$ cat config.mk
export PLATFORM = sky130hd
export DESIGN_NAME = bus_quarter_seq
export DESIGN_NICKNAME = d
export VERILOG_FILES = /design/src/rtl/qsq_pkg.sv /design/src/rtl/qsq_fifo.sv /design/src/rtl/qsq_stretch_rule.sv /design/src/rtl/qsq_fsm.sv /design/src/rtl/qsq_outreg.sv /design/src/rtl/bus_quarter_seq.sv
export SDC_FILE = /design/constraint.sdc
export NUM_CORES = 1
export LEC_CHECK = 0
export ABC_AREA = 1
export BUFFER_PORTS_ARGS = -buffer_cell sky130_fd_sc_hd__buf_2
export CAP_MARGIN = 20
export CORE_MARGIN = 2
export CORE_UTILIZATION = 55
export CTS_BUF_LIST = sky130_fd_sc_hd__clkbuf_8
export DETAILED_ROUTE_END_ITERATION = 12
export PLACE_DENSITY = 0.71
export SYNTH_ARGS = -nofsm -noshare
export SYNTH_HDL_FRONTEND = slang
export SYNTH_SLANG_ARGS = --single-unit
$ cat constraint.sdc
create_clock -name clk -period 3.7 [get_ports clk]
set_clock_uncertainty 0.2 [all_clocks]
set_input_delay 0.185 -clock clk [delete_from_list [all_inputs] [get_ports clk]]
set_output_delay 0.185 -clock clk [all_outputs]
set_load 0.03 [all_outputs]
$ cat src/rtl/qsq_pkg.sv
package qsq_pkg;
  typedef enum logic [1:0] {
    CYC_ADDR  = 2'd0,
    CYC_READ  = 2'd1,
    CYC_WRITE = 2'd2
  } cyc_kind_t;

  typedef enum logic [2:0] {
    ST_IDLE = 3'd0,
    ST_Q1   = 3'd1,
    ST_Q2   = 3'd2,
    ST_Q3   = 3'd3,
    ST_Q4   = 3'd4,
    ST_QS   = 3'd5
  } seq_state_t;

  localparam int KIND_W = 2;
  localparam int QCODE_W = 3;

  function automatic logic [QCODE_W-1:0] qcode(input seq_state_t s);
    case (s)
      ST_Q1:   qcode = 3'd1;
      ST_Q2:   qcode = 3'd2;
      ST_Q3:   qcode = 3'd3;
      ST_Q4:   qcode = 3'd4;
      ST_QS:   qcode = 3'd4;
      default: qcode = 3'd0;
    endcase
  endfunction
endpackage

$ cat src/rtl/qsq_fifo.sv
module qsq_fifo #(
  parameter int DEPTH = 8,
  parameter int WIDTH = 2
) (
  input  logic             clk,
  input  logic             rst,
  input  logic             push,
  input  logic [WIDTH-1:0] push_data,
  input  logic             pop,
  output logic [WIDTH-1:0] head,
  output logic             empty,
  output logic             full
);
  localparam int AW = (DEPTH > 1) ? $clog2(DEPTH) : 1;
  localparam int CW = AW + 1;
  localparam logic [CW-1:0] DEPTH_C = CW'(DEPTH);

  logic [WIDTH-1:0] mem [DEPTH];
  logic [AW-1:0] wr_ptr, rd_ptr;
  logic [CW-1:0] count;
  logic do_push, do_pop;

  assign empty   = (count == '0);
  assign full    = (count == DEPTH_C);
  assign do_push = push && !full;
  assign do_pop  = pop && !empty;
  assign head    = mem[rd_ptr];

  always_ff @(posedge clk) begin
    if (do_push) mem[wr_ptr] <= push_data;
  end

  always_ff @(posedge clk) begin
    if (rst) begin
      wr_ptr <= '0;
      rd_ptr <= '0;
      count  <= '0;
    end else begin
      if (do_push) wr_ptr <= (wr_ptr == AW'(DEPTH - 1)) ? '0 : wr_ptr + 1'b1;
      if (do_pop)  rd_ptr <= (rd_ptr == AW'(DEPTH - 1)) ? '0 : rd_ptr + 1'b1;
      case ({do_push, do_pop})
        2'b10:   count <= count + 1'b1;
        2'b01:   count <= count - 1'b1;
        default: count <= count;
      endcase
    end
  end
endmodule

$ cat src/rtl/qsq_stretch_rule.sv
module qsq_stretch_rule
  import qsq_pkg::*;
(
  input  logic              en,
  input  logic [KIND_W-1:0] cur_kind,
  input  logic              next_valid,
  input  logic [KIND_W-1:0] next_kind,
  output logic              need
);
  logic addr_hold, read_turn;

  always_comb begin
    addr_hold = (cur_kind == CYC_ADDR);
    read_turn = (cur_kind == CYC_READ) && next_valid && (next_kind != CYC_READ);
    need      = en && (addr_hold || read_turn);
  end
endmodule

$ cat src/rtl/qsq_fsm.sv
module qsq_fsm
  import qsq_pkg::*;
(
  input  logic              clk,
  input  logic              rst,
  input  logic              stretch_en,
  input  logic              q_empty,
  input  logic [KIND_W-1:0] q_head,
  output logic              q_pop,
  output seq_state_t        nxt_state,
  output logic [KIND_W-1:0] nxt_kind
);
  seq_state_t state_q;
  logic [KIND_W-1:0] cur_q;
  logic en_q;
  logic need;

  qsq_stretch_rule u_rule (
    .en        (en_q),
    .cur_kind  (cur_q),
    .next_valid(!q_empty),
    .next_kind (q_head),
    .need      (need)
  );

  always_comb begin
    q_pop     = 1'b0;
    nxt_state = state_q;
    case (state_q)
      ST_IDLE: if (!q_empty) begin
        q_pop = 1'b1;
        nxt_state = ST_Q1;
      end
      ST_Q1: nxt_state = ST_Q2;
      ST_Q2: nxt_state = ST_Q3;
      ST_Q3: nxt_state = ST_Q4;
      ST_Q4: begin
        if (need) nxt_state = ST_QS;
        else if (!q_empty) begin
          q_pop = 1'b1;
          nxt_state = ST_Q1;
        end else nxt_state = ST_IDLE;
      end
      ST_QS: begin
        if (!q_empty) begin
          q_pop = 1'b1;
          nxt_state = ST_Q1;
        end else nxt_state = ST_IDLE;
      end
      default: nxt_state = ST_IDLE;
    endcase
    if (q_pop) nxt_kind = q_head;
    else if (nxt_state == ST_IDLE) nxt_kind = '0;
    else nxt_kind = cur_q;
  end

  always_ff @(posedge clk) begin
    if (rst) begin
      state_q <= ST_IDLE;
      cur_q   <= '0;
      en_q    <= 1'b0;
    end else begin
      state_q <= nxt_state;
      if (q_pop) begin
        cur_q <= q_head;
        en_q  <= stretch_en;
      end
    end
  end
endmodule

$ cat src/rtl/qsq_outreg.sv
module qsq_outreg
  import qsq_pkg::*;
(
  input  logic               clk,
  input  logic               rst,
  input  seq_state_t         nxt_state,
  input  logic [KIND_W-1:0]  nxt_kind,
  output logic [QCODE_W-1:0] quarter,
  output logic [KIND_W-1:0]  cyc_kind,
  output logic               cyc_start,
  output logic               stretch_flag
);
  always_ff @(posedge clk) begin
    if (rst) begin
      quarter      <= '0;
      cyc_kind     <= '0;
      cyc_start    <= 1'b0;
      stretch_flag <= 1'b0;
    end else begin
      quarter      <= qcode(nxt_state);
      cyc_kind     <= nxt_kind;
      cyc_start    <= (nxt_state == ST_Q1);
      stretch_flag <= (nxt_state == ST_QS);
    end
  end
endmodule

$ cat src/rtl/bus_quarter_seq.sv
module bus_quarter_seq
  import qsq_pkg::*;
#(
  parameter int DEPTH = 8
) (
  input  logic        clk,
  input  logic        rst,
  input  logic        stretch_en,
  input  logic        req_push,
  input  logic [1:0]  req_kind,
  output logic        req_full,
  output logic [2:0]  quarter,
  output logic [1:0]  cyc_kind,
  output logic        cyc_start,
  output logic        stretch_flag
);
  logic q_pop, q_empty;
  logic [KIND_W-1:0] q_head, nxt_kind;
  seq_state_t nxt_state;

  qsq_fifo #(.DEPTH(DEPTH), .WIDTH(KIND_W)) u_queue (
    .clk      (clk),
    .rst      (rst),
    .push     (req_push),
    .push_data(req_kind),
    .pop      (q_pop),
    .head     (q_head),
    .empty    (q_empty),
    .full     (req_full)
  );

  qsq_fsm u_fsm (
    .clk       (clk),
    .rst       (rst),
    .stretch_en(stretch_en),
    .q_empty   (q_empty),
    .q_head    (q_head),
    .q_pop     (q_pop),
    .nxt_state (nxt_state),
    .nxt_kind  (nxt_kind)
  );

  qsq_outreg u_out (
    .clk         (clk),
    .rst         (rst),
    .nxt_state   (nxt_state),
    .nxt_kind    (nxt_kind),
    .quarter     (quarter),
    .cyc_kind    (cyc_kind),
    .cyc_start   (cyc_start),
    .stretch_flag(stretch_flag)
  );
endmodule

==> metrics list, run 1 <==
* Wire length of the first global-routing pass: approximately 5000 um
- Total power for the finished layout comes to between 1.5 and 2 mW.
* Min Tclk post-route: 2.74 ns
* Timing-limited maximum frequency: 366 MHz
* Post-CTS Hold Fix Bufs: 4
- Count of buffers added by post-CTS timing repair for setup: 0
* Post-synth cell types: 26
- Pre-CTS setup slack: ~0.98 ns
- Run status: completed
* Utilization after layout: 65.0%
- Dominant synthesized flop cell: sky130_fd_sc_hd__dfxtp_1
- The number of buffers and inverters on the critical path is 3.
- The slowest stage of the critical path is the sky130_fd_sc_hd__dfxtp_1 cell.
- STA classifies the critical path startpoint as a register.
* Antenna violations before repair: 0
- Cells after synthesis: 220
- For the final routed database, the setup TNS stands at 0 ns.
* Cell at the root of the clock tree: sky130_fd_sc_hd__clkbuf_8
- At the end of the flow, the number of nets in the layout was 254.
* Crit path top cell by count: sky130_fd_sc_hd__nand2_1
- The critical path is of the register to register type.
* Top-count cell post-synth: sky130_fd_sc_hd__inv_1
- Number of standard-cell rows in the floorplan: 21
* Clock slew at reported path FFs: 0.08 ns
- Yosys mapped a number of flops with a built-in enable equal to 16.
- Flop and latch count out of synthesis: 42
- For the worst setup path, the data arrival time is 2.72 ns.
* Hold Vio Cnt, Final: 0
* Top area cells in the synthesized netlist: sky130_fd_sc_hd__dfxtp_1, sky130_fd_sc_hd__edfxtp_1, sky130_fd_sc_hd__inv_1
* Fraction of the cycle the final worst path needs: about three quarters
- Total of buffers placed on input and output ports: 13
* Number of diodes added for antenna fixing: 0
* Area used by multi-input combinational logic: ~650 um^2
- Across the VDD grid, the largest voltage drop is 0.425 mV.
* Most instantiated cells after synthesis: sky130_fd_sc_hd__inv_1, sky130_fd_sc_hd__nand2_1, sky130_fd_sc_hd__nor2_1
- For this block, the via count after detailed routing is 1351.
* CORE AREA: around 3300 um^2
* Die width: a little over 60 um
- STA classifies the critical path endpoint as a register.
* Cell area after layout: 2130 um^2
- Fraction of final layout cells sized beyond drive strength 1: 11.6%
* Req. time, crit path: 3.68 ns
* Number of maximum-capacitance violations: 0
- The number of gates resized after CTS was 0.
* Synth Net Count: approximately 230
- Portion of the post-synthesis area used by sequential elements: between 50% and 60%
* Hold/Removal Path Class: primary input to register
* Slew HR: 70.6%
- After synthesis, the share of flip-flops with an asynchronous set or reset is 0%.
- Yosys warnings: 0
- Effective utilization at floorplan: between 50 and 60%
* Largest stage delay on the critical path: 0.54 ns
* Clock tree from TritonCTS: built
* Number of top-level pins: 14
* Worst-path fanout max: 9
- Cell leakage power: just over 1 nW
* Area of the die: 3840 um^2
- Wire length after detailed routing: about 3000 um
- Global routing used a little under a fifth of the available tracks.
- After synthesis the cells add up to 1850 um^2.
- Measured along the y axis, the die boundary spans about 62 um.
- Pin count of the biggest net entering global routing: 14
- Area fraction of the dominant cell type after synthesis: around 28%
- The detailed router finished its first iteration with 65 violations.
- Routability cong.: ~0.8
* Sequential cell area: about 1000 um^2
- Vias in the first global route: 1177
- Number of endpoints failing setup at the final stage: 0
- Across all setup checks in the final design, the least slack found is 0.964 ns.
- Cell family contributing the most delay on the critical path: simple AND/OR/NAND/NOR gates
- The detail route stage leaves a number of antenna-violating nets equal to 0.
* Worst setup slack for register-to-register paths: roughly 0.96 ns
* Pwr/cell area: 814 nW/um^2
* RSZ-0062 raised after global routing: false
* Detail Placement HPWL: 2230 um
- Bufs on Longest Clock Path: 2
* Cell accounting for the most synthesized area: sky130_fd_sc_hd__dfxtp_1
- Clock latency at the later pin of the worst-skew pair: about 0.29 ns
- Mean number of vias per cell: 4.69
- In this run the mean area of a mapped cell was about 8.4 um^2.
* Clock tree sinks: 42
- After detailed routing, the average wire length per cell comes to 10.5 um.
- Area growth, synth to finish: 15.4%
- Fill cell instance count of the final layout: 291
- For the pin with the worst max-slew slack, the measured transition is between 0.4 and 0.5 ns.
- The H-tree was split into 2 levels.
* Fin. max-slew vios: 0
* Instance area at placement: 1950 um^2
- Worst path cell trace: inv_6, nand2_1, nand3_1, nand3_1, nand2_1, nand2_1, nand2_1, nand2_2, nand2_2, nand2_4, clkinv_2, ha_1, nand2_1, inv_1, nor2_1, nand3_1, o31ai_1, o211ai_1, o21ai_0, a21oi_1
- After global routing the overflow that remains totals 0.
- Before antenna repair, the detailed router went through 4 iterations.
- In this run, CTS created clock tree buffers numbering 5.
* Number of DRC violations after detailed routing: 0
* Launch point of the worst hold path: req_push
path summary, 6_finish.rpt:
path / to / cells after the start
setup / recovery: u_queue.count[3] / 20
hold / removal: u_queue.wr_ptr[1] / 5
setup reg to reg: u_queue.count[3] / 20
hold reg to reg: u_queue.count[3] / 2
flip-flops by register name (all words and copies together) (netlist names), named ones only:
register / cells
u_queue.rd_ptr: 3
u_out.stretch_flag: 1
u_fsm.cur_q: 2
u_out.cyc_kind: 2
u_fsm.en_q: 1
u_queue.mem: 16
u_out.cyc_start: 1
u_queue.wr_ptr: 3
u_queue.count: 4
u_fsm.state_q: 3
u_out.quarter: 3
layer usage:
layer	vias up	routed length, um	global-route usage (%)
met3	7	113	6.21
li1	734	-	-
met5	-	0	0
met4	0	64	8.21
met2	20	1380	28.1
met1	590	1460	23.7
cells by family (layout without fill, tap and decap cells):
logic type,after synthesis,count (layout),synth area share [%]
xor gates and xnor gates,2,2,0.947
AOI/OAI and AO/OA,24,24,7.04
adders and majority gates,7,7,4.74
and+or+nand+nor,96,96,22.4
DFF,42,42,54.1
buffers and inverters,49,71,10.8
cell usage in the layout, fill, tap and decap left out, types with 2 or more instances in the layout:
cell type and count:
sky130_fd_sc_hd__a211oi_1 2, sky130_fd_sc_hd__a21oi_1 9, sky130_fd_sc_hd__buf_2 13, sky130_fd_sc_hd__bufinv_16 2
sky130_fd_sc_hd__clkbuf_8 6, sky130_fd_sc_hd__dfxtp_1 26, sky130_fd_sc_hd__dlygate4sd3_1 4, sky130_fd_sc_hd__edfxtp_1 16
sky130_fd_sc_hd__ha_1 7, sky130_fd_sc_hd__inv_1 44, sky130_fd_sc_hd__nand2_1 36, sky130_fd_sc_hd__nand2_2 2
sky130_fd_sc_hd__nand3_1 16, sky130_fd_sc_hd__nor2_1 35, sky130_fd_sc_hd__nor3_1 3, sky130_fd_sc_hd__o21ai_0 10
power breakdown:
part	switching (mW)	leakage, nW	internal [mW]	total (mW)
clock network	0.151	0.0714	0.288	0.438
registers	0.0809	0.360	0.591	0.672
logic	0.409	0.600	0.218	0.627
worst min-delay path, stage by stage:
cell	delay [ns]
sky130_fd_sc_hd__buf_2	0.09
sky130_fd_sc_hd__inv_1	0.04
sky130_fd_sc_hd__nor2_1	0.04
sky130_fd_sc_hd__inv_1	0.18
sky130_fd_sc_hd__a21oi_1	0.10
final cells by class:
type                    count  share of cell area, %
clock buffers               6                   3.87
multi-input cells         129                   30.4
inverters                  46                   8.38
flip-flops and latches     42                   46.9
clock inverters             2                   2.81
well taps                  46                   2.70
repair buffers             17                   4.92
stage by stage:
stage | cells | hold WS (ns)
global route | 288 | 0.273
finish | 288 | 0.197
global placement | 276 | 0.196
floorplan | 220 | 0.0839
CTS | 288 | 0.190
detailed placement | 276 | 0.203
No activity file was read; power rests on OpenSTA's default activity.
==> inputs of run 2 (changes only) <==
PLACE_DENSITY = 0.74   (was 0.71)
clock period = 2.4 ns   (was 3.7 ns; I/O delays follow)
==> metrics list, run 2 (synthesis gave the netlist of run 1 again) <==
* Run status: finished, violations left
- Violated checks: setup timing
- Worst setup slack for register-to-register paths: -0.19 ns
* Highest ir drop seen on vdd: 0.778 mV
* Top library cells by usage in the layout, fill and taps aside: sky130_fd_sc_hd__inv_1, sky130_fd_sc_hd__nor2_1, sky130_fd_sc_hd__nand2_1
- Buffers placed on the I/O ports in this run total 13.
- Timing-limited maximum frequency: between 300 and 400 MHz
- Cell leakage power: 1.16 nW
- In this run the horizontal extent of the chip is between 60 and 70 um.
* Cell area after layout: 2470 um^2
* Total global-route track usage: 20.7%
- Wire length after detailed routing: 3920 um
- The largest registers in the layout are u_queue.mem: 16 flops, u_queue.count: 4 flops.
* Fraction of the cycle the final worst path needs: 108%
- Effective utilization at floorplan: 56.3%
* H-tree depth: 2
* Height of the die: 62.0 um
- Entering global routing, the biggest net connects 14 pins.
- The register with the most flip-flops in the layout has 16 of them.
- Data arrives at the worst endpoint at 2.58 ns.
- At the placement stage, the worst setup path has a slack of -0.0542 ns.
- After layout, the worst setup slack is -0.188 ns.
- The initial antenna violation count is 0.
* Bufs on Longest Clock Path: 2
* Number of clock buffers inserted by TritonCTS: 5
- The number of global-route vias before repair was 1357.
- The routed design could run at a clock period as short as 2.59 ns.
- Clock slew at reported path FFs: roughly 0.080 ns
- Slew at the pin with the worst max-slew slack: 0.392 ns
- In this run the worst path has a maximum fanout of 8.
- After floorplanning, the core was sized to cover 3280 um^2.
* Detail Placement HPWL: 2360 um
* Clock latency at the later pin of the worst-skew pair: 0.30 ns
- The count of endpoints failing hold in the final timing report was 0.
* Area growth, synth to finish: 33.4%
- Number of DRC violations after detailed routing: 0
- Number of DRC markers in iteration 0: 81
- Vias after detailed routing: ~1600
- Slew HR: 73.7%
* Fill cell instance count of the final layout: approximately 210
- The first global-routing pass estimated 5600 um of wire.
- Cell at the root of the clock tree: sky130_fd_sc_hd__clkbuf_8
* Number of search-and-repair iterations in the first detailed-routing pass: 4
- Category of the worst setup path capture point: register
- Area of the die: ~3800 um^2
- 0 antenna diodes ended up in the layout.
- Ranked by flip-flop count, first place goes to u_queue.mem.
- Area used by multi-input combinational logic: 811 um^2
* Instance area at placement: 2080 um^2
- Setup violations remaining at the end of the flow were counted as 6.
* Category of the worst setup path launch point: register
- RSZ-0062 raised after global routing: true
* Number of routed nets with antenna violations: 0
- The number of max-slew violations in the final report came to 0.
- Path type of the worst setup path: register to register
- The worst hold path belongs to the class primary input to register.
* Sequential cell area: about 1000 um^2
- Dividing the detail-routed via count by the number of cells gives 5.01.
- Routability-driven placement finished with a final weighted congestion of 0.818.
- The library cell used most frequently in the layout, excluding fill and tap cells, is sky130_fd_sc_hd__inv_1.
- In the final routed layout, each cell accounts on average for 12.6 um.
- Req. time, crit path: 2.40 ns
* Fraction of final layout cells sized beyond drive strength 1: 32.8%
- Number of maximum-capacitance violations: 0
- In the final timing run, aggregate negative setup slack is -0.547 ns.
- TritonCTS built the clock tree.
- Summed over all layers, the global routing overflow is 0.
- The net count of the finished layout is 277.
- Number of standard-cell rows in the floorplan: 21
- For this design the top-level I/O count stands at 14.
- Counting every sink on the clock net gives 42.
- Power spread over the standard cell area amounts to 1280 nW/um^2.
run 2: cell types whose count changed in the layout (fill, tap and decap cells not counted), sizes merged:
| cell | change |
|---|---|
| buf | +22 |
| clkinv | +2 |
| clkinvlp | +1 |
| bufinv | -2 |
| inv | -1 |
| clkbuf | +1 |
run 2: worst paths after layout:
kind,startpoint,end,cells past startpoint
hold reg to reg,u_queue.rd_ptr[0],register,2
setup reg to reg,register,u_queue.count[2],22
hold / removal,req_push,u_queue.mem[6][0],5
setup / recovery,register,u_queue.count[2],22
run 2: area by class of cell:
cell class	count	area share, %
flip-flops and latches	42	40.8
clock buffers	6	3.35
clock inverters	2	0.507
inverters	46	7.71
well taps	46	2.33
repair buffers	40	12.5
multi-input cells	129	32.9
run 2: timing repair:
item | CTS | global route
hold buffers | 4 | 0
hold endpoints to repair | 25 | 0
gates cloned | 0 | 1
pin swaps | 6 | 15
buffers inserted | 7 | 1
gates resized for setup | 11 | 36
endpoints found under the setup margin | 2 | 10
run 2: critical path, cell delays in order (launching register included):
cell and delay, ns:
sky130_fd_sc_hd__dfxtp_4 0.36, sky130_fd_sc_hd__buf_12 0.13, sky130_fd_sc_hd__clkinv_8 0.07, sky130_fd_sc_hd__nand2_2 0.05, sky130_fd_sc_hd__nand3_2 0.06, sky130_fd_sc_hd__nand2_1 0.06
sky130_fd_sc_hd__nand2_1 0.07, sky130_fd_sc_hd__nand2_1 0.08, sky130_fd_sc_hd__nand2_1 0.09, sky130_fd_sc_hd__nand2_1 0.07, sky130_fd_sc_hd__nand2_2 0.07, sky130_fd_sc_hd__nand2_2 0.08
sky130_fd_sc_hd__nand2_4 0.10, sky130_fd_sc_hd__clkinv_4 0.06, sky130_fd_sc_hd__ha_4 0.17, sky130_fd_sc_hd__nand2_2 0.06, sky130_fd_sc_hd__inv_2 0.05, sky130_fd_sc_hd__nor2_4 0.12
sky130_fd_sc_hd__ha_4 0.15, sky130_fd_sc_hd__a21oi_2 0.03, sky130_fd_sc_hd__xor2_1 0.16, sky130_fd_sc_hd__o21ai_1 0.14, sky130_fd_sc_hd__inv_1 0.06
run 2: power breakdown:
part / leakage [nW] / switching [mW] / internal, mW
Clock: 0.0472 / 0.244 / 0.231
Sequential: 0.361 / 0.111 / 0.916
Combinational: 0.756 / 0.930 / 0.723
run 2: per-layer routing:
metal	track usage, %	share of wire, %	vias up
li1	-	-	780
met1	25.3	42	719
met2	32.3	50	47
met3	7.25	5.4	11
met4	10.9	2.2	0
met5	0	0	-
run 2: stage by stage:
| step | utilization (%) | power [mW] | instances | hold slack, ns |
|---|---|---|---|---|
| after CTS | 70.2 | 2.88 | 309 | 0.177 |
| after global routing | 75.1 | 3.38 | 311 | 0.216 |
| after detailed placement | 63.4 | 2.28 | 290 | 0.124 |
| after floorplan | - | 1.84 | 220 | 0.0189 |
| after global placement | 63.4 | 2.25 | 290 | 0.124 |
| final | 75.1 | 3.15 | 311 | 0.182 |
==> inputs of run 3 (changes only) <==
CORE_UTILIZATION = 52   (was 55)
CTS_BUF_LIST = default   (was sky130_fd_sc_hd__clkbuf_8)
PLACE_DENSITY = 0.7   (was 0.74)
==> metrics list, run 3 (synthesis gave the netlist of run 1 again) <==
- The flow ran to the end, but the final reports show violations.
- Violated checks: setup timing
- The first global-routing pass estimated 6070 um of wire.
- After layout, the minimum clock period comes to 2.53 ns.
* Wire length after detailed routing: 3650 um
- Fraction of final layout cells sized beyond drive strength 1: roughly 27%
* Flip-flop count of the largest register after layout: 16
* Slowest cell on the critical path: sky130_fd_sc_hd__dfxtp_4
- Cell at the root of the clock tree: sky130_fd_sc_hd__clkbuf_4
* Worst setup slack for register-to-register paths: -0.13 ns
- Number of clock buffers inserted by TritonCTS: 5
* Total global-route track usage: 19.3%
- RSZ-0062 raised after global routing: true
- The library cell used most frequently in the layout, excluding fill and tap cells, is sky130_fd_sc_hd__inv_1.
- After filler insertion, the fill cell instance count of the layout stands at 280.
- Clock-pin slew was measured on the worst setup and hold paths at 0.11 ns.
- Remaining global-route overflow: 0
- Slew at the pin with the worst max-slew slack: 0.324 ns
- Hold Vio Cnt, Final: 0
* Top library cells by usage in the layout, fill and taps aside: sky130_fd_sc_hd__inv_1, sky130_fd_sc_hd__nor2_1, sky130_fd_sc_hd__nand2_1
* Number of routed nets with antenna violations: 0
- Cell leakage power: approximately 1.1 nW
* Fraction of the cycle the final worst path needs: 106%
- Relative to the synthesized area, the layout overhead comes to 27.7%.
* Number of maximum-capacitance violations: 0
- Hold/Removal Path Class: primary input to register
- Pwr/cell area: about 1300 nW/um^2
- STA classifies the critical path endpoint as a register.
- u_queue.mem holds more flip-flops than any other register.
- H-tree depth: 2
- Across the VDD grid, the largest voltage drop is 0.737 mV.
- Height of the die: about 64 um
- Setup WS post-layout: -0.133 ns
* Number of top-level pins: 14
- P_int: around 1.8 mW
* Vias in the first global route: about 1400
- The core region is 3360 um^2.
- Pin count of the biggest net entering global routing: 13
- Share of total power consumed by net switching: a little over 40%
* Sequential cell area: about 1000 um^2
- After the last flow step, the layout net total stands at 279.
* Slew HR: 78.2%
- Combinational logic is responsible for 54.0% of the overall power.
* Die width: 63.6 um
* Worst path cell trace: buf_6, nand2_4, nand3_2, nand2_1, nand2_1, nand2_2, nand2_1, nand2_1, nand2_2, nand2_2, nand2_4, clkinv_4, ha_4, nor2_2, nor2_4, ha_4, a21oi_2, xor2_1, o21ai_1, inv_1
- In the final layout, the registers with the most flip-flops are u_queue.mem: 16 flops, u_queue.count: 4 flops.
- Effective utilization at floorplan: roughly 55%
- Number of DRC markers in iteration 0: 79
* Wire length per cell after detailed routing: 11.7 um
- For the worst-skew pair, the clock arrives at the later sink with an insertion delay of between 0.3 and 0.4 ns.
- At the end of routability-driven placement, the weighted congestion stood at 0.846.
- Clock tree from TritonCTS: built
- Bufs on Longest Clock Path: 2
- 0 antenna diodes ended up in the layout.
* Antenna violations before repair: 0
* Total of buffers placed on input and output ports: 13
- Among the stages of the critical path, the cell type that occurs most often is sky130_fd_sc_hd__nand2_1.
- The critical path is of the register to register type.
- Vias after detailed routing: around 1500
* Worst-path fanout max: 5
- Setup violations remaining at the end of the flow were counted as 4.
* Sequential share of power: around a third
- Mean number of vias per cell: slightly below 5
- For this run, design rule violations remaining after detail routing come to 0.
- Of the total power, the clock network draws a little over a tenth.
* Data arrival time of the critical path: between 2 and 3 ns
- The worst setup path is launched from a register.
- Clock tree sinks: 42
- OpenSTA, run right after detailed placement, puts the worst setup slack at -0.0957 ns.
- Summing all placed instances gives a cell area of 2080 um^2.
- Utilization after layout: 70.2%
- Timing would allow up to between 300 and 400 MHz.
- Area used by multi-input combinational logic: 768 um^2
- Number of standard-cell rows in the floorplan: 21
- With fillers left out, the area of the finished cells amounts to 2360 um^2.
* Largest stage delay on the critical path: 0.42 ns
* Total buffers and inverters traversed by the critical path: 3
- Detail Placement HPWL: 2390 um
- The number of max-slew violations in the final report was 0.
- Area of the die: 4050 um^2
- The kind of cell with the highest combined delay along the critical path is simple AND/OR/NAND/NOR gates.
- At the worst endpoint, the required time is ~2.4 ns.
- Before antenna repair, the detailed router went through 4 iterations.
- Switching power summed over all nets: ~1.2 mW
## run 3: power groups by stage
stage / registers (mW) / clock network (mW) / logic [mW]
2_1_floorplan: 1.10 / 0 / 0.742
4_1_cts: 1.03 / 0.339 / 1.41
5_1_grt: 1.06 / 0.361 / 1.78
3_3_place_gp: 1.02 / 0 / 1.20
6_report: 1.04 / 0.327 / 1.60
3_5_place_dp: 1.02 / 0 / 1.22
## run 3: metrics by stage
| step | hold slack [ns] | power (mW) | cells | setup TNS, ns |
|---|---|---|---|---|
| after floorplan | 0.0189 | 1.84 | 220 | 0 |
| after global placement | 0.129 | 2.23 | 289 | -0.0185 |
| after detailed placement | 0.128 | 2.24 | 289 | -0.169 |
| after CTS | 0.127 | 2.78 | 311 | 0 |
| after global routing | 0.165 | 3.20 | 313 | -1.04 |
| final | 0.136 | 2.96 | 313 | -0.363 |
## run 3: metal layers
metal / track usage, % / vias up / part of all wire [%]
met5: 0 / - / 0
met4: 6.52 / 0 / 1.5
met3: 4.29 / 8 / 3.6
met2: 31.4 / 28 / 46
met1: 25.5 / 688 / 49
li1: - / 783 / -
## run 3: worst reg2reg max path: stages, from the launching register on
cell and delay, ns:
sky130_fd_sc_hd__dfxtp_4 0.42, sky130_fd_sc_hd__buf_6 0.14, sky130_fd_sc_hd__nand2_4 0.05, sky130_fd_sc_hd__nand3_2 0.05, sky130_fd_sc_hd__nand2_1 0.05, sky130_fd_sc_hd__nand2_1 0.08
sky130_fd_sc_hd__nand2_2 0.07, sky130_fd_sc_hd__nand2_1 0.05, sky130_fd_sc_hd__nand2_1 0.06, sky130_fd_sc_hd__nand2_2 0.07, sky130_fd_sc_hd__nand2_2 0.07, sky130_fd_sc_hd__nand2_4 0.09
sky130_fd_sc_hd__clkinv_4 0.06, sky130_fd_sc_hd__ha_4 0.17, sky130_fd_sc_hd__nor2_2 0.16, sky130_fd_sc_hd__nor2_4 0.07, sky130_fd_sc_hd__ha_4 0.15, sky130_fd_sc_hd__a21oi_2 0.11
sky130_fd_sc_hd__xor2_1 0.08, sky130_fd_sc_hd__o21ai_1 0.17, sky130_fd_sc_hd__inv_1 0.07
## run 3: path summary, 6_finish.rpt
kind	to	cells after the start	from
worst min-delay path	u_queue.mem[6][1]	5	req_push
worst max-delay path	u_queue.count[2]	20	register
worst max register to register	u_queue.count[2]	20	register
worst min register to register	u_queue.rd_ptr[2]	2	u_queue.rd_ptr[2]
## run 3: final cells by class
| type | count | share of cell area (%) |
|---|---|---|
| clock buffer | 8 | 2.07 |
| sequential | 42 | 42.6 |
| inverter | 46 | 7.84 |
| multi-input combinational | 129 | 32.5 |
| tap | 46 | 2.44 |
| timing repair buffer | 42 | 12.6 |
## run 3: repair_timing
| action | in CTS | in global routing |
|---|---|---|
| pin swaps | 5 | 19 |
| hold buffers | 5 | 0 |
| hold endpoints to repair | 26 | 0 |
| cloned | 0 | 0 |
| setup buffers | 10 | 3 |
| gates resized for setup | 12 | 25 |
| endpoints found under the setup margin | 2 | 7 |
